## src/rtl/fseq_pkg.sv

```systemverilog
package fseq_pkg;

  typedef enum logic [1:0] {
    RS_ARRAY  = 2'd0,
    RS_IDENT  = 2'd1,
    RS_STATUS = 2'd2,
    RS_QUERY  = 2'd3
  } rd_state_e;

  typedef enum logic [1:0] {
    SQ_IDLE,
    SQ_LAT,
    SQ_DATA,
    SQ_DONE
  } seq_state_e;

  typedef struct packed {
    logic       sync_en;
    logic [2:0] lat;
    logic [1:0] blen;
  } rcfg_t;

  localparam rcfg_t RCFG_RESET = '{sync_en: 1'b0, lat: 3'd7, blen: 2'd3};
  localparam logic [1:0] BLEN_CONT = 2'd3;

  // Latency codes below two are raised to two.
  function automatic logic [2:0] eff_latency(input logic [2:0] lat);
    return (lat < 3'd2) ? 3'd2 : lat;
  endfunction

  // Word count of a fixed burst; zero stands for continuous.
  function automatic logic [4:0] burst_words(input logic [1:0] blen);
    case (blen)
      2'd0:    return 5'd4;
      2'd1:    return 5'd8;
      2'd2:    return 5'd16;
      default: return 5'd0;
    endcase
  endfunction

endpackage

```

## src/rtl/fseq_cfg_regs.sv

```systemverilog
module fseq_cfg_regs
  import fseq_pkg::*;
(
  input  logic      clk,
  input  logic      rst_n,
  input  logic      cfg_wr,
  input  rcfg_t     cfg_in,
  input  logic      cmd_wr,
  input  rd_state_e cmd_state,
  output rcfg_t     cfg_q,
  output rd_state_e rs_q
);

  always_ff @(posedge clk) begin
    if (!rst_n) begin
      cfg_q <= RCFG_RESET;
      rs_q  <= RS_ARRAY;
    end else begin
      if (cfg_wr) cfg_q <= cfg_in;
      if (cmd_wr) rs_q  <= cmd_state;
    end
  end


  rstate_hold_chk: assert property (@(posedge clk) disable iff (!rst_n)
    !cmd_wr |=> $stable(rs_q));

endmodule

```

## src/rtl/fseq_addr_gen.sv

```systemverilog
module fseq_addr_gen
  import fseq_pkg::*;
#(
  parameter int AW = 16
) (
  input  logic          clk,
  input  logic          rst_n,
  input  logic          latch_evt,
  input  logic          sync_en,
  input  logic [1:0]    blen,
  input  logic [AW-1:0] addr_in,
  input  logic [AW-1:0] nbeat,
  output logic [AW-1:0] mem_addr
);

  logic [AW-1:0] base_q;
  logic [AW-1:0] win_mask;

  function automatic logic [AW-1:0] wrap_addr(input logic [AW-1:0] base,
                                               input logic [AW-1:0] off,
                                               input logic [AW-1:0] mask,
                                               input logic          cont);
    logic [AW-1:0] lin;
    lin = base + off;
    return cont ? lin : ((base & ~mask) | (lin & mask));
  endfunction

  always_ff @(posedge clk) begin
    if (!rst_n)         base_q <= '0;
    else if (latch_evt) base_q <= addr_in;
  end

  assign win_mask = AW'(burst_words(blen)) - AW'(1);
  assign mem_addr = sync_en ? wrap_addr(base_q, nbeat, win_mask, blen == BLEN_CONT)
                            : addr_in;


  window_chk: assert property (@(posedge clk) disable iff (!rst_n)
    (sync_en && blen != BLEN_CONT) |-> ((mem_addr & ~win_mask) == (base_q & ~win_mask)));

endmodule

```

## src/rtl/fseq_ctrl.sv

```systemverilog
module fseq_ctrl
  import fseq_pkg::*;
#(
  parameter int AW = 16
) (
  input  logic          clk,
  input  logic          rst_n,
  input  logic          ce_n,
  input  logic          adv_n,
  input  rcfg_t         cfg,
  output seq_state_e    st,
  output logic [AW-1:0] nbeat,
  output logic          latch_evt,
  output logic          first_evt,
  output logic          load_evt
);

  logic [2:0] lat_cnt;
  logic [4:0] blen_w;
  logic       cont;
  logic       last_reached;

  assign blen_w       = burst_words(cfg.blen);
  assign cont         = (cfg.blen == BLEN_CONT);
  assign latch_evt    = cfg.sync_en && st == SQ_IDLE && !ce_n && !adv_n;
  assign first_evt    = st == SQ_LAT && lat_cnt == 3'd1 && !ce_n;
  assign last_reached = st == SQ_DATA && !cont && nbeat == AW'(blen_w);
  assign load_evt     = first_evt || (st == SQ_DATA && !ce_n && !last_reached);

  always_ff @(posedge clk) begin
    if (!rst_n) begin
      st      <= SQ_IDLE;
      nbeat   <= '0;
      lat_cnt <= 3'd2;
    end else if (ce_n) begin
      st    <= SQ_IDLE;
      nbeat <= '0;
    end else begin
      case (st)
        SQ_IDLE: if (latch_evt) begin
          st      <= SQ_LAT;
          lat_cnt <= eff_latency(cfg.lat);
          nbeat   <= '0;
        end
        SQ_LAT: if (lat_cnt == 3'd1) begin
          st    <= SQ_DATA;
          nbeat <= AW'(1);
        end else begin
          lat_cnt <= lat_cnt - 3'd1;
        end
        SQ_DATA: if (last_reached) st <= SQ_DONE;
                 else              nbeat <= nbeat + AW'(1);
        default: ;
      endcase
    end
  end

  // Edge count since the latch edge, used only by the latency check.
  logic [3:0] since_latch;
  always_ff @(posedge clk) begin
    if (!rst_n)                               since_latch <= '0;
    else if (latch_evt)                       since_latch <= 4'd1;
    else if (st == SQ_LAT && since_latch < 4'd15) since_latch <= since_latch + 4'd1;
  end


  lat_window_chk: assert property (@(posedge clk) disable iff (!rst_n)
    first_evt |-> (since_latch == {1'b0, eff_latency(cfg.lat)}));


  burst_bound_chk: assert property (@(posedge clk) disable iff (!rst_n)
    (st == SQ_DATA && !cont) |-> (nbeat <= AW'(blen_w)));


  ce_abort_chk: assert property (@(posedge clk) disable iff (!rst_n)
    ce_n |=> (st == SQ_IDLE));

endmodule

```

## src/rtl/flash_burst_seq.sv

```systemverilog
module flash_burst_seq
  import fseq_pkg::*;
#(
  parameter int AW = 16,
  parameter int DW = 16
) (
  input  logic          clk,
  input  logic          rst_n,
  input  logic          ce_n,
  input  logic          adv_n,
  input  logic [AW-1:0] addr_in,
  input  logic          cfg_wr,
  input  logic          cfg_sync,
  input  logic [2:0]    cfg_lat,
  input  logic [1:0]    cfg_blen,
  input  logic          cmd_wr,
  input  logic [1:0]    cmd_state,
  input  logic [DW-1:0] mem_rdata,
  input  logic [DW-1:0] nonarray_rdata,
  output logic [AW-1:0] mem_addr,
  output logic [DW-1:0] dq,
  output logic          dq_valid,
  output logic          wait_o,
  output logic [1:0]    read_state
);

  rcfg_t         cfg_in, cfg_q;
  rd_state_e     rs_q;
  seq_state_e    st;
  logic [AW-1:0] nbeat;
  logic          latch_evt, first_evt, load_evt;
  logic [DW-1:0] dq_q;
  logic          vld_q;
  logic [DW-1:0] src_word;

  assign cfg_in = '{sync_en: cfg_sync, lat: cfg_lat, blen: cfg_blen};

  fseq_cfg_regs u_cfg (
    .clk(clk), .rst_n(rst_n), .cfg_wr(cfg_wr), .cfg_in(cfg_in),
    .cmd_wr(cmd_wr), .cmd_state(rd_state_e'(cmd_state)),
    .cfg_q(cfg_q), .rs_q(rs_q)
  );

  fseq_ctrl #(.AW(AW)) u_ctrl (
    .clk(clk), .rst_n(rst_n), .ce_n(ce_n), .adv_n(adv_n), .cfg(cfg_q),
    .st(st), .nbeat(nbeat), .latch_evt(latch_evt),
    .first_evt(first_evt), .load_evt(load_evt)
  );

  fseq_addr_gen #(.AW(AW)) u_addr (
    .clk(clk), .rst_n(rst_n), .latch_evt(latch_evt), .sync_en(cfg_q.sync_en),
    .blen(cfg_q.blen), .addr_in(addr_in), .nbeat(nbeat), .mem_addr(mem_addr)
  );

  assign src_word = (rs_q == RS_ARRAY) ? mem_rdata : nonarray_rdata;

  // Registered synchronous data path; non-array words are held after the first.
  always_ff @(posedge clk) begin
    if (!rst_n) begin
      dq_q  <= '0;
      vld_q <= 1'b0;
    end else if (ce_n || !load_evt) begin
      vld_q <= 1'b0;
    end else begin
      vld_q <= 1'b1;
      if (rs_q == RS_ARRAY || first_evt) dq_q <= src_word;
    end
  end

  always_comb begin
    if (cfg_q.sync_en) begin
      dq       = dq_q;
      dq_valid = vld_q && !ce_n;
      wait_o   = (st == SQ_LAT) && !ce_n;
    end else begin
      dq       = src_word;
      dq_valid = !ce_n;
      wait_o   = 1'b0;
    end
  end

  assign read_state = rs_q;


  wait_excl_chk: assert property (@(posedge clk) disable iff (!rst_n)
    !(wait_o && dq_valid));


  async_nowait_chk: assert property (@(posedge clk) disable iff (!rst_n)
    !cfg_q.sync_en |-> !wait_o);


  nonarray_hold_chk: assert property (@(posedge clk) disable iff (!rst_n)
    (vld_q && $past(vld_q) && rs_q != RS_ARRAY && $stable(rs_q)) |-> $stable(dq_q));

endmodule

```

## config.mk

```make
export PLATFORM = sky130hd
export DESIGN_NAME = flash_burst_seq
export DESIGN_NICKNAME = d
export VERILOG_FILES = /design/src/rtl/fseq_pkg.sv /design/src/rtl/fseq_cfg_regs.sv /design/src/rtl/fseq_addr_gen.sv /design/src/rtl/fseq_ctrl.sv /design/src/rtl/flash_burst_seq.sv
export SDC_FILE = /design/constraint.sdc
export NUM_CORES = 1
export LEC_CHECK = 0
export BUFFER_PORTS_ARGS = -buffer_cell sky130_fd_sc_hd__clkbuf_2
export CELL_PAD_IN_SITES_DETAIL_PLACEMENT = 1
export CELL_PAD_IN_SITES_GLOBAL_PLACEMENT = 2
export CORE_UTILIZATION = 35
export DETAILED_ROUTE_END_ITERATION = 10
export PLACE_DENSITY = 0.91
export SYNTH_ARGS = -nofsm -noshare
export SYNTH_HDL_FRONTEND = slang
export SYNTH_SLANG_ARGS = --single-unit
```

## constraint.sdc

```tcl
create_clock -name clk -period 4.1 [get_ports clk]
set_clock_uncertainty 0.1 [all_clocks]
set_input_delay 0.41 -clock clk [delete_from_list [all_inputs] [get_ports clk]]
set_output_delay 0.41 -clock clk [all_outputs]
set_load 0.02 [all_outputs]
```

==> impl_metrics.toml <==
[power]
vdd_drop_max_uv = 197
leakagePower_nw = 2.11
finalPower_mw = 1.73
power_density_nw_per_um2 = 333

[drt]
routed_wirelength_um = 12500
vias_per_cell = 5.39
drt_iter0_drc = 117
drc = 0
vias = 3980
routedWlPerCell_um = 17.0
drt_first_pass_iters = 4
drtAntennaViolNets = 0

[setup_path]
slowest_stage = "a2111oi_0"
cpLargestDelayFamily = "compound AO/OA/AOI/OAI gates"
path_cells = "ha_1 > fa_1 > a21oi_1 > o211ai_1 > a2111oi_0 > nor4_1 > or3_1 > clkbuf_2"
start_kind = "flip-flop"
cp.required_ps = 3590
max_stage_delay_ps = 620
path_buf_inv = 1
crit_type = "flip-flop to output pin"
endpoint_kind = "output pin"
path_max_fanout = 5
critPathArrivalTime_ps = 3110

[clocking]
numCtsBuffers = 9
holdBufCountCts = 0
cts_tree = "done"
htreeDepth = 3
post_cts_buffers = 0
root_buffer = "clkbuf_16"
clock_sinks = 62
cts_resized = 0
clk_pin_slew_ps = 60
cts.path.max_buffers = 2
insertion_delay_ps = 340

[logic_synthesis]
synth_warnings = 0
synth_area_um2 = 4290
yosysSeqAreaShare = 0.289
postSynthAreaPerCell_um2 = 8.56
synth_edf_count = 0
synth_top_area_frac = 0.289
yosys.cell_types.count = 73
synth_fp_nets = 587
yosysMostFrequentCell = "dfxtp_1"
yosys.area.top_type = "dfxtp_1"
synthFlopType = "dfxtp_1"
synthArstFlopShare = 0
synthTopCellsByArea = "dfxtp_1, mux2_2, ha_1"
synth_common_cells = "dfxtp_1, nand2_1, nor2_1"
ys_seq_elements = 62
synthCells = 501

[global_routing]
grtUsageTotal = 0.212
grt_pass1_vias = 4284
antenna_found_initial = 0
grt_max_degree = 58
overflow = 0
grt_pass1_wl_um = 21300

[sta]
drv_slew = 0
setup_tns_ps = 0
fin_crit_sh = 0.882
slew_headroom = 0.281
worst_pin_slew_ps = 1080
period_minus_slack_ps = 3620
timing.final.ws_setup_ps = 484
hold_viol = 0
fmax_mhz = 277
grt_setup_unrepaired = "no"
finalSetupViolations = 0

[placement]
gp_congestion = 0.861
post-dp-hpwl_um = 9230
pre_cts_ws_ps = 916
place_area_um2 = 4850
port_buffers = 97

[floorplanning]
die_h_um = 113
io_pins = 98
die_w_um = 113
dieArea_um2 = 12700
start_util = 0.359
rows = 40
core_um2 = 12000

[status]
status = "finished clean"

[cells_and_area]
layout.nets = 672
area_growth_pct = 20.8
drive_gt1_frac = 0.284
final_util = 0.433
finish.instance_area_um2 = 5180
antenna_cells = 0

[flow_run]
maxCapViolCount = 0

[worst_hold_path]
hold_class = "input pin to flip-flop"
logic make-up after synthesis:
family | share of synthesized area
and+or+nand+nor | 0.209
AOI/OAI and AO/OA | 0.185
DFF | 0.289
muxes | 0.150
buffers and inverters | 0.0502
adders and majority gates | 0.0717
xor gates and xnor gates | 0.0449
power by group:
group	total, mW	internal, mW	switching [mW]	leakage (nW)
logic	0.248	0.105	0.143	1.45
clock network	0.859	0.565	0.294	0.162
registers	0.620	0.611	0.00950	0.502
total	1.73	1.28	0.447	2.11
sequential cells by signal (all words and copies together) (netlist names):
signal,flops
dq_q,16
u_ctrl.nbeat,16
u_ctrl.lat_cnt,3
u_cfg.cfg_q,6
u_addr.base_q,16
u_ctrl.st,2
vld_q,1
u_cfg.rs_q,2
metal layers:
metal | vias to the layer above | GRT usage | wire length [um]
met3 | 20 | 0.0327 | 438
li1 | 1951 | - | -
met4 | 0 | 0.0960 | 269
met5 | - | 0 | 0
met1 | 1915 | 0.254 | 5740
met2 | 94 | 0.373 | 6100
cell type report:
class	instances	area (um2)
fill	1425	6780
multi-input combinational	395	2850
clock buffer	11	253
sequential	62	1240
clock inverter	5	81.3
inverter	19	71.3
timing repair buffer	99	500
tap	147	184
layout by cell type, fill, tap and decap left out, drive strengths merged, types with 3 or more instances in the layout:
| master | count |
|---|---|
| inv | 19 |
| a31oi | 7 |
| xnor2 | 20 |
| a21oi | 33 |
| nand2b | 5 |
| nand2 | 57 |
| o31ai | 4 |
| nor2b | 23 |
| a21boi | 18 |
| a22oi | 3 |
| o211ai | 5 |
| clkbuf | 108 |
| nor3b | 3 |
| mux2 | 34 |
| a21o | 7 |
| mux2i | 26 |
| ha | 23 |
| o21ai | 17 |
| nor3 | 7 |
| dfxtp | 62 |
| nand3 | 17 |
| nand4 | 5 |
| nor2 | 39 |
| and3 | 4 |
per-stage QoR:
stage	std cells	hold WS (ps)
floorplan	501	340
global placement	722	362
detailed placement	722	377
CTS	738	182
global route	738	204
finish	738	188
final timing paths:
| kind | end | slack (ps) | depth (start not counted) | from |
|---|---|---|---|---|
| hold reg to reg | u_addr.base_q[0]$_SDFFE_PN0P_ | 390 | 2 | u_addr.base_q[0]$_SDFFE_PN0P_ |
| setup reg to reg | u_ctrl.nbeat[11]$_SDFFE_PP0P_ | 1230 | 8 | u_ctrl.st[0]$_SDFFE_PP0P_ |
| hold / removal | u_cfg.cfg_q[1]$_SDFFE_PN1P_ | 190 | 3 | cfg_blen[1] |
| setup / recovery | mem_addr[12] | 480 | 8 | u_ctrl.nbeat[0]$_SDFFE_PP0P_ |
worst register-to-register path: cells and delay by family, from the launching register on:
kind                     cells  cell delay, ps
adder cells (fa/ha/maj)      1             370
flip-flops                   1             340
buffers and inverters        1              90
AO/OA/AOI/OAI                3            1010
AND/OR/NAND/NOR              3             900
No activity file was read; power rests on OpenSTA's default activity.
